--- src/rtl/kas_pkg.sv ---
package kas_pkg;

  // Outcome of one cycle of keep-alive observation for one level.
  typedef enum logic [1:0] {
    KAS_EV_NONE  = 2'd0,   // nothing to account for
    KAS_EV_ALIVE = 2'd1,   // strobe saw a new word
    KAS_EV_MISS  = 2'd2,   // strobe saw the same word again
    KAS_EV_REARM = 2'd3    // level disabled or cleared: forget history
  } kas_ev_e;

  localparam int unsigned KAS_DEF_LIMIT = 2;

endpackage

--- src/rtl/kas_change_det.sv ---
module kas_change_det
  import kas_pkg::*;
#(
  parameter int unsigned KW = 8
) (
  input  logic          clk,
  input  logic          rst_n,
  input  logic          stb_i,
  input  logic          en_i,
  input  logic          clr_i,
  input  logic [KW-1:0] word_i,
  output kas_ev_e       ev_o
);

  logic [KW-1:0] last_q, last_n;
  logic          primed_q, primed_n;
  kas_ev_e       ev_n;

  always_comb begin
    last_n   = last_q;
    primed_n = primed_q;
    ev_n     = KAS_EV_NONE;
    if (clr_i || !en_i) begin
      primed_n = 1'b0;
      ev_n     = KAS_EV_REARM;
    end else if (stb_i) begin
      if (!primed_q) begin
        primed_n = 1'b1;
        last_n   = word_i;
      end else if (word_i != last_q) begin
        last_n = word_i;
        ev_n   = KAS_EV_ALIVE;
      end else begin
        ev_n = KAS_EV_MISS;
      end
    end
  end

  always_ff @(posedge clk or negedge rst_n) begin
    if (!rst_n) begin
      last_q   <= '0;
      primed_q <= 1'b0;
    end else begin
      last_q   <= last_n;
      primed_q <= primed_n;
    end
  end

  assign ev_o = ev_n;


  capture_primes_chk: assert property (@(posedge clk) disable iff (!rst_n)
    (stb_i && en_i && !clr_i && !primed_q) |-> (ev_o == KAS_EV_NONE) ##1 primed_q);


  unprimed_no_miss_chk: assert property (@(posedge clk) disable iff (!rst_n)
    !primed_q |-> (ev_o != KAS_EV_MISS));

endmodule

--- src/rtl/kas_miss_timer.sv ---
module kas_miss_timer
  import kas_pkg::*;
#(
  parameter int unsigned CW        = 8,
  parameter int unsigned DEF_LIMIT = KAS_DEF_LIMIT
) (
  input  logic          clk,
  input  logic          rst_n,
  input  logic          clr_i,
  input  kas_ev_e       ev_i,
  input  logic [CW-1:0] limit_i,
  output logic          trip_o
);

  localparam logic [CW-1:0] DEF_LIM_V = CW'(DEF_LIMIT);
  localparam logic [CW-1:0] CNT_MAX   = {CW{1'b1}};

  logic [CW-1:0] cnt_q, cnt_n, cnt_inc, eff_lim;
  logic          trip_q, trip_n;
  logic          cnt_en;

  assign eff_lim = (limit_i == '0) ? DEF_LIM_V : limit_i;
  assign cnt_inc = (cnt_q == CNT_MAX) ? cnt_q : cnt_q + 1'b1;
  assign cnt_en  = clr_i || (ev_i != KAS_EV_NONE);

  always_comb begin
    cnt_n  = cnt_q;
    trip_n = trip_q;
    if (clr_i) begin
      cnt_n  = '0;
      trip_n = 1'b0;
    end else begin
      unique case (ev_i)
        KAS_EV_REARM,
        KAS_EV_ALIVE: cnt_n = '0;
        KAS_EV_MISS: begin
          cnt_n = cnt_inc;
          if (cnt_inc >= eff_lim) trip_n = 1'b1;
        end
        default: cnt_n = cnt_q;
      endcase
    end
  end

  always_ff @(posedge clk or negedge rst_n) begin
    if (!rst_n) begin
      cnt_q  <= '0;
      trip_q <= 1'b0;
    end else if (cnt_en) begin
      cnt_q  <= cnt_n;
      trip_q <= trip_n;
    end
  end

  assign trip_o = trip_q;


  trip_hold_chk: assert property (@(posedge clk) disable iff (!rst_n)
    (trip_q && !clr_i) |=> trip_q);


  clear_release_chk: assert property (@(posedge clk) disable iff (!rst_n)
    clr_i |=> (!trip_q && cnt_q == '0));


  alive_zero_chk: assert property (@(posedge clk) disable iff (!rst_n)
    (ev_i == KAS_EV_ALIVE && !clr_i) |=> (cnt_q == '0));


  trip_cause_chk: assert property (@(posedge clk) disable iff (!rst_n)
    $rose(trip_q) |-> $past(ev_i == KAS_EV_MISS));


  idle_stable_chk: assert property (@(posedge clk) disable iff (!rst_n)
    (ev_i == KAS_EV_NONE && !clr_i) |=> $stable(cnt_q));

endmodule

--- src/rtl/kas_cascade.sv ---
module kas_cascade #(
  parameter int unsigned LEVELS = 4
) (
  input  logic              clk,
  input  logic              rst_n,
  input  logic [LEVELS-1:0] trip_i,
  output logic [LEVELS-1:0] safe_o
);

  assign safe_o[0] = trip_i[0];

  for (genvar g = 1; g < LEVELS; g++) begin : g_chain
    assign safe_o[g] = trip_i[g] | safe_o[g-1];


    downward_force_chk: assert property (@(posedge clk) disable iff (!rst_n)
      safe_o[g-1] |-> safe_o[g]);
  end


  own_trip_seen_chk: assert property (@(posedge clk) disable iff (!rst_n)
    ((safe_o & trip_i) == trip_i));

endmodule

--- src/rtl/keepalive_chain_supervisor.sv ---
module keepalive_chain_supervisor
  import kas_pkg::*;
#(
  parameter int unsigned LEVELS    = 4,
  parameter int unsigned KW        = 8,
  parameter int unsigned CW        = 8,
  parameter int unsigned DEF_LIMIT = KAS_DEF_LIMIT
) (
  input  logic                 clk,
  input  logic                 rst_n,
  input  logic                 chk_stb_i,
  input  logic [LEVELS-1:0]    sup_en_i,
  input  logic [LEVELS*KW-1:0] ka_word_i,
  input  logic [LEVELS*CW-1:0] miss_limit_i,
  input  logic [LEVELS-1:0]    clr_i,
  output logic [LEVELS-1:0]    safe_req_o
);

  logic [LEVELS-1:0] trip;

  for (genvar g = 0; g < LEVELS; g++) begin : g_level
    kas_ev_e ev;

    kas_change_det #(.KW(KW)) i_det (
      .clk    (clk),
      .rst_n  (rst_n),
      .stb_i  (chk_stb_i),
      .en_i   (sup_en_i[g]),
      .clr_i  (clr_i[g]),
      .word_i (ka_word_i[g*KW +: KW]),
      .ev_o   (ev)
    );

    kas_miss_timer #(.CW(CW), .DEF_LIMIT(DEF_LIMIT)) i_tmr (
      .clk     (clk),
      .rst_n   (rst_n),
      .clr_i   (clr_i[g]),
      .ev_i    (ev),
      .limit_i (miss_limit_i[g*CW +: CW]),
      .trip_o  (trip[g])
    );


    disabled_no_rise_chk: assert property (@(posedge clk) disable iff (!rst_n)
      !sup_en_i[g] |=> !$rose(trip[g]));
  end

  kas_cascade #(.LEVELS(LEVELS)) i_cascade (
    .clk    (clk),
    .rst_n  (rst_n),
    .trip_i (trip),
    .safe_o (safe_req_o)
  );

endmodule

--- config.mk ---
export PLATFORM = sky130hd
export DESIGN_NAME = keepalive_chain_supervisor
export DESIGN_NICKNAME = d
export VERILOG_FILES = /design/src/rtl/kas_pkg.sv /design/src/rtl/kas_change_det.sv /design/src/rtl/kas_miss_timer.sv /design/src/rtl/kas_cascade.sv /design/src/rtl/keepalive_chain_supervisor.sv
export SDC_FILE = /design/constraint.sdc
export NUM_CORES = 1
export LEC_CHECK = 0
export ABC_AREA = 1
export CORE_ASPECT_RATIO = 1.1
export CORE_MARGIN = 3
export CORE_UTILIZATION = 55
export DETAILED_ROUTE_END_ITERATION = 7
export DONT_BUFFER_PORTS = 1
export PLACE_DENSITY = 0.74
export SYNTH_ARGS = -nofsm -noshare
export SYNTH_HDL_FRONTEND = slang
export SYNTH_SLANG_ARGS = --single-unit
--- constraint.sdc ---
create_clock -name clk -period 2.19 [get_ports clk]
set_input_delay 0.219 -clock clk [delete_from_list [all_inputs] [get_ports clk]]
set_output_delay 0.219 -clock clk [all_outputs]
set_load 0.005 [all_outputs]
==> metrics <==
status=complete, no violations; fmax=0.464 GHz; xor-xnor portion of the synthesized cell area=between 4 and 5%; synthesized area divided by synthesized cell count=between 7 and 8 sq um; global-route wire length before repair=about 19000 um; share of synthesized registers carrying an async set or reset=between 90% and 100%; sum of net half-perimeters after detailed placement=slightly above 8000 um; # Max-Cap Violations=0; count of nets left with antenna violations after detail routing=0; final clock skew=0.0161 ns; routed via count=between 4000 and 5000; RSZ-0062 raised after global routing=yes; post-synthesis cell area=approximately 5000 sq um; later-pin clock latency in the skew report=between 0.3 and 0.4 ns; cell at the root of the clock tree=sky130_fd_sc_hd__clkbuf_8; post-placement cell count=about 820; number of global-route vias before repair=4467; Switch Pwr=roughly 0.83 mW; TritonCTS Buffers=9; Core Rows=36; share of synthesized area occupied by flip-flops and latches=between 30 and 40%; Max Buffers Root-to-Sink=2; initial core utilization=57.0%; Sw Ratio=24.4%; part of the total power dissipated in the clock network=44.0%; die width=97.6 um; distinct cell type count of the synthesized netlist=35; setup TNS=0 ns; final number of hold-violating endpoints=0; required arrival time at the worst endpoint=roughly 2.5 ns; highest metal layer with signal wires=met4; combinational share of power=12.3%; post-synthesis simple-gate area fraction=32.4%; Detailed Route WL=12000 um; Arrival @ worst endpoint=about 2.5 ns; clock sinks=72; relative contribution of sequential cells to total power=43.7%; detailed route wirelength on metal3=approximately 560 um; power per cell area=569 nW/um^2; Vert. Die Dim=approximately 110 um; number of filler instances in the final layout=between 700 and 800; kind of capture point of the worst setup path=flop; final standard cell count with taps included and fillers excluded=a little under 900; compound-gate portion of the synthesized area=just over 8%; placer's final routability congestion estimate=roughly 0.9; slew at the pin closest to its max-slew limit=between 0.6 and 0.7 ns; Max transition margin=a little under three fifths; number of diodes added for antenna fixing=0; clock tree from TritonCTS=done; overall power of the completed layout=~3.4 mW; die area=about 10000 sq um; area grow syn2layout=18.4%; top fanout value on the critical path=6; violation count after the first detailed-route iteration=around 300; number of flops mapped to enable cells by yosys=0; worst hold path type=primary input to flop; I/O Pins=79; final setup violation count=0; post-layout min period=approximately 2.2 ns; GRT Residual Overflow=0; number of antenna violations at the first check in global routing=0; fraction of final layout cells with drive strength greater than 1=13.4%; Static Leak=between 3 and 4 nW; maximum level of the CTS H-tree=3; Detailed Routing Iterations Pass 1=4; # port buffers=0; largest net degree at the start of global routing=73; dominant combinational cell family by area after synthesis=simple AND/OR/NAND/NOR gates; number of max-slew violations in the final report=0; cell internal pwr=around 2.6 mW; YS warnings=0; predominant post-synthesis flop cell=sky130_fd_sc_hd__dfrtp_1; net count of the finished layout=between 800 and 900; met2 wire len=slightly above 6000 um; vias per inst=~5.4; path type of the worst setup path=flop to flop; Multi-input gate area=~3000 sq um; GRT Overall Usage=22.4%; Critical Path Source Type=flop; combined flip-flop and latch cell area=~1800 sq um; Synth Area in Adders=between 8 and 9%; sum of routed wire segments on met1=5050 um; post-route fraction of the period consumed by the critical path=a little over nine tenths; synthesized netlist net count=~820; clock transition at the register clock pins on the worst setup and hold paths after CTS=0.08 ns; core box area=8920 sq um; DR WL/cell=approximately 14 um; drc violations=0; portion of netlist area occupied by mux cells=less than 1%; number of instances in the synthesized netlist=710; peak ir drop on the vdd network=496 uV; flops & latches, synth=between 70 and 80
[registers in the layout, indices dropped and copies added (netlist names)]
register,count
g_level.i_tmr.trip_o,4
g_level.i_det.last_q,32
g_level.i_tmr.cnt_q,32
g_level.i_det.primed_q,4
[power groups by stage]
stage	clock network, mW	registers [mW]	logic, mW
finish	1.51	1.49	0.421
global route	1.59	1.51	0.496
CTS	1.53	1.49	0.422
detailed placement	0	1.52	0.357
global placement	0	1.51	0.341
floorplan	0	1.50	0.307
[metrics by stage]
step	hold WS [ns]	setup slack [ns]	utilization, %	cell area (sq um)
after floorplan	-0.0766	0.253	-	5080
after global placement	-0.0738	-0.00399	58.0	5170
after detailed placement	-0.0742	-0.0169	58.0	5170
after CTS	0.000525	0.0143	63.7	5680
after global routing	0.00724	-0.108	67.5	6020
final	0.0138	0.0342	67.5	6020
[what timing repair did]
item,in CTS,in global routing
gates cloned,0,1
pin swaps,0,19
endpoints found under the hold margin,91,0
hold buffers,20,0
endpoints found under the setup margin,2,4
setup buffers,0,17
gates resized for setup,3,51
[critical path, cell delays in order, from the launching register on]
cell                      delay [ns]
sky130_fd_sc_hd__dfrtp_1        0.40
sky130_fd_sc_hd__ha_2           0.21
sky130_fd_sc_hd__nand2_2        0.06
sky130_fd_sc_hd__inv_2          0.09
sky130_fd_sc_hd__nand3_4        0.09
sky130_fd_sc_hd__nor2_4         0.19
sky130_fd_sc_hd__inv_4          0.07
sky130_fd_sc_hd__nand2_2        0.08
sky130_fd_sc_hd__nand2_2        0.08
sky130_fd_sc_hd__ha_4           0.28
sky130_fd_sc_hd__nand2_2        0.04
sky130_fd_sc_hd__nand2_2        0.05
sky130_fd_sc_hd__nand2_1        0.04
sky130_fd_sc_hd__nand2_1        0.05
sky130_fd_sc_hd__nand2_1        0.05
sky130_fd_sc_hd__nand3_1        0.06
sky130_fd_sc_hd__nand3_1        0.08
sky130_fd_sc_hd__a21oi_1        0.15
[placed cells by master (no fill, tap or decap), types with 5 or more instances in the layout]
master	synthesis	final
sky130_fd_sc_hd__nand2_1	227	218
sky130_fd_sc_hd__inv_1	119	116
sky130_fd_sc_hd__dfrtp_1	72	71
sky130_fd_sc_hd__nand3_1	56	51
sky130_fd_sc_hd__nor2_1	45	41
sky130_fd_sc_hd__ha_1	36	31
sky130_fd_sc_hd__o21ai_0	29	26
sky130_fd_sc_hd__a21oi_1	22	20
sky130_fd_sc_hd__dlygate4sd3_1	0	19
sky130_fd_sc_hd__buf_4	3	17
sky130_fd_sc_hd__xor2_1	16	15
sky130_fd_sc_hd__nand2_2	2	10
sky130_fd_sc_hd__nor2_4	4	9
sky130_fd_sc_hd__xnor2_1	10	9
sky130_fd_sc_hd__clkbuf_8	0	9
sky130_fd_sc_hd__nand4_1	8	8
sky130_fd_sc_hd__o21ai_2	2	6
sky130_fd_sc_hd__o21ai_1	7	6
sky130_fd_sc_hd__inv_2	4	5
sky130_fd_sc_hd__nand3_2	2	5
sky130_fd_sc_hd__o22ai_1	5	5
sky130_fd_sc_hd__bufinv_16	0	5
[cell usage after synthesis, types with 6 or more instances]
cell	number	area (sq um)
sky130_fd_sc_hd__nand3_1	56	280
sky130_fd_sc_hd__o21ai_1	7	35.0
sky130_fd_sc_hd__nor2_1	45	169
sky130_fd_sc_hd__nand2_1	227	852
sky130_fd_sc_hd__dfrtp_1	72	1800
sky130_fd_sc_hd__inv_1	119	447
sky130_fd_sc_hd__ha_1	36	450
sky130_fd_sc_hd__xor2_1	16	140
sky130_fd_sc_hd__o21ai_0	29	145
sky130_fd_sc_hd__xnor2_1	10	87.6
sky130_fd_sc_hd__nor3_1	6	30.0
sky130_fd_sc_hd__nand4_1	8	50.1
sky130_fd_sc_hd__a21oi_1	22	110
[routing by layer]
| layer | track usage [%] | up-vias |
|---|---|---|
| met5 | 0 | - |
| met3 | 4.03 | 25 |
| met4 | 7.91 | 0 |
| met1 | 28.0 | 2197 |
| li1 | - | 2333 |
| met2 | 38.8 | 126 |
[layout make-up]
| type | count | area share, % |
|---|---|---|
| clock buffers | 10 | 2.12 |
| clock inverters | 6 | 2.58 |
| well taps | 114 | 2.37 |
| multi-input cells | 508 | 49.5 |
| flip-flops and latches | 72 | 30.0 |
| repair buffers | 37 | 5.74 |
| inverters | 123 | 7.75 |
[cells by family (layout without fill, tap and decap cells)]
family / Yosys count / count (layout)
AOI/OAI and AO/OA: 75 / 75
xor gates and xnor gates: 26 / 26
adders and majority gates: 36 / 36
buffers and inverters: 131 / 176
DFF: 72 / 72
muxes: 2 / 2
and+or+nand+nor: 368 / 369
[final timing paths]
check / startpoint / to / slack, ns / cells after the start
min in group asynchronous: rst_n / g_level[0].i_tmr.trip_o$_DFFE_PN0P_ / 0.42 / 2
worst max-delay path: g_level[0].i_tmr.cnt_q[0]$_DFFE_PN0P_ / g_level[0].i_tmr.trip_o$_DFFE_PN0P_ / 0.03 / 17
worst max register to register: g_level[0].i_tmr.cnt_q[0]$_DFFE_PN0P_ / g_level[0].i_tmr.trip_o$_DFFE_PN0P_ / 0.03 / 17
max in group asynchronous: rst_n / g_level[2].i_det.last_q[4]$_DFFE_PN0P_ / 1.45 / 2
worst min register to register: g_level[2].i_det.last_q[2]$_DFFE_PN0P_ / g_level[2].i_det.last_q[2]$_DFFE_PN0P_ / 0.47 / 2
worst min-delay path: ka_word_i[23] / g_level[2].i_det.last_q[7]$_DFFE_PN0P_ / 0.01 / 2
Power figures use the tool's default switching activity.
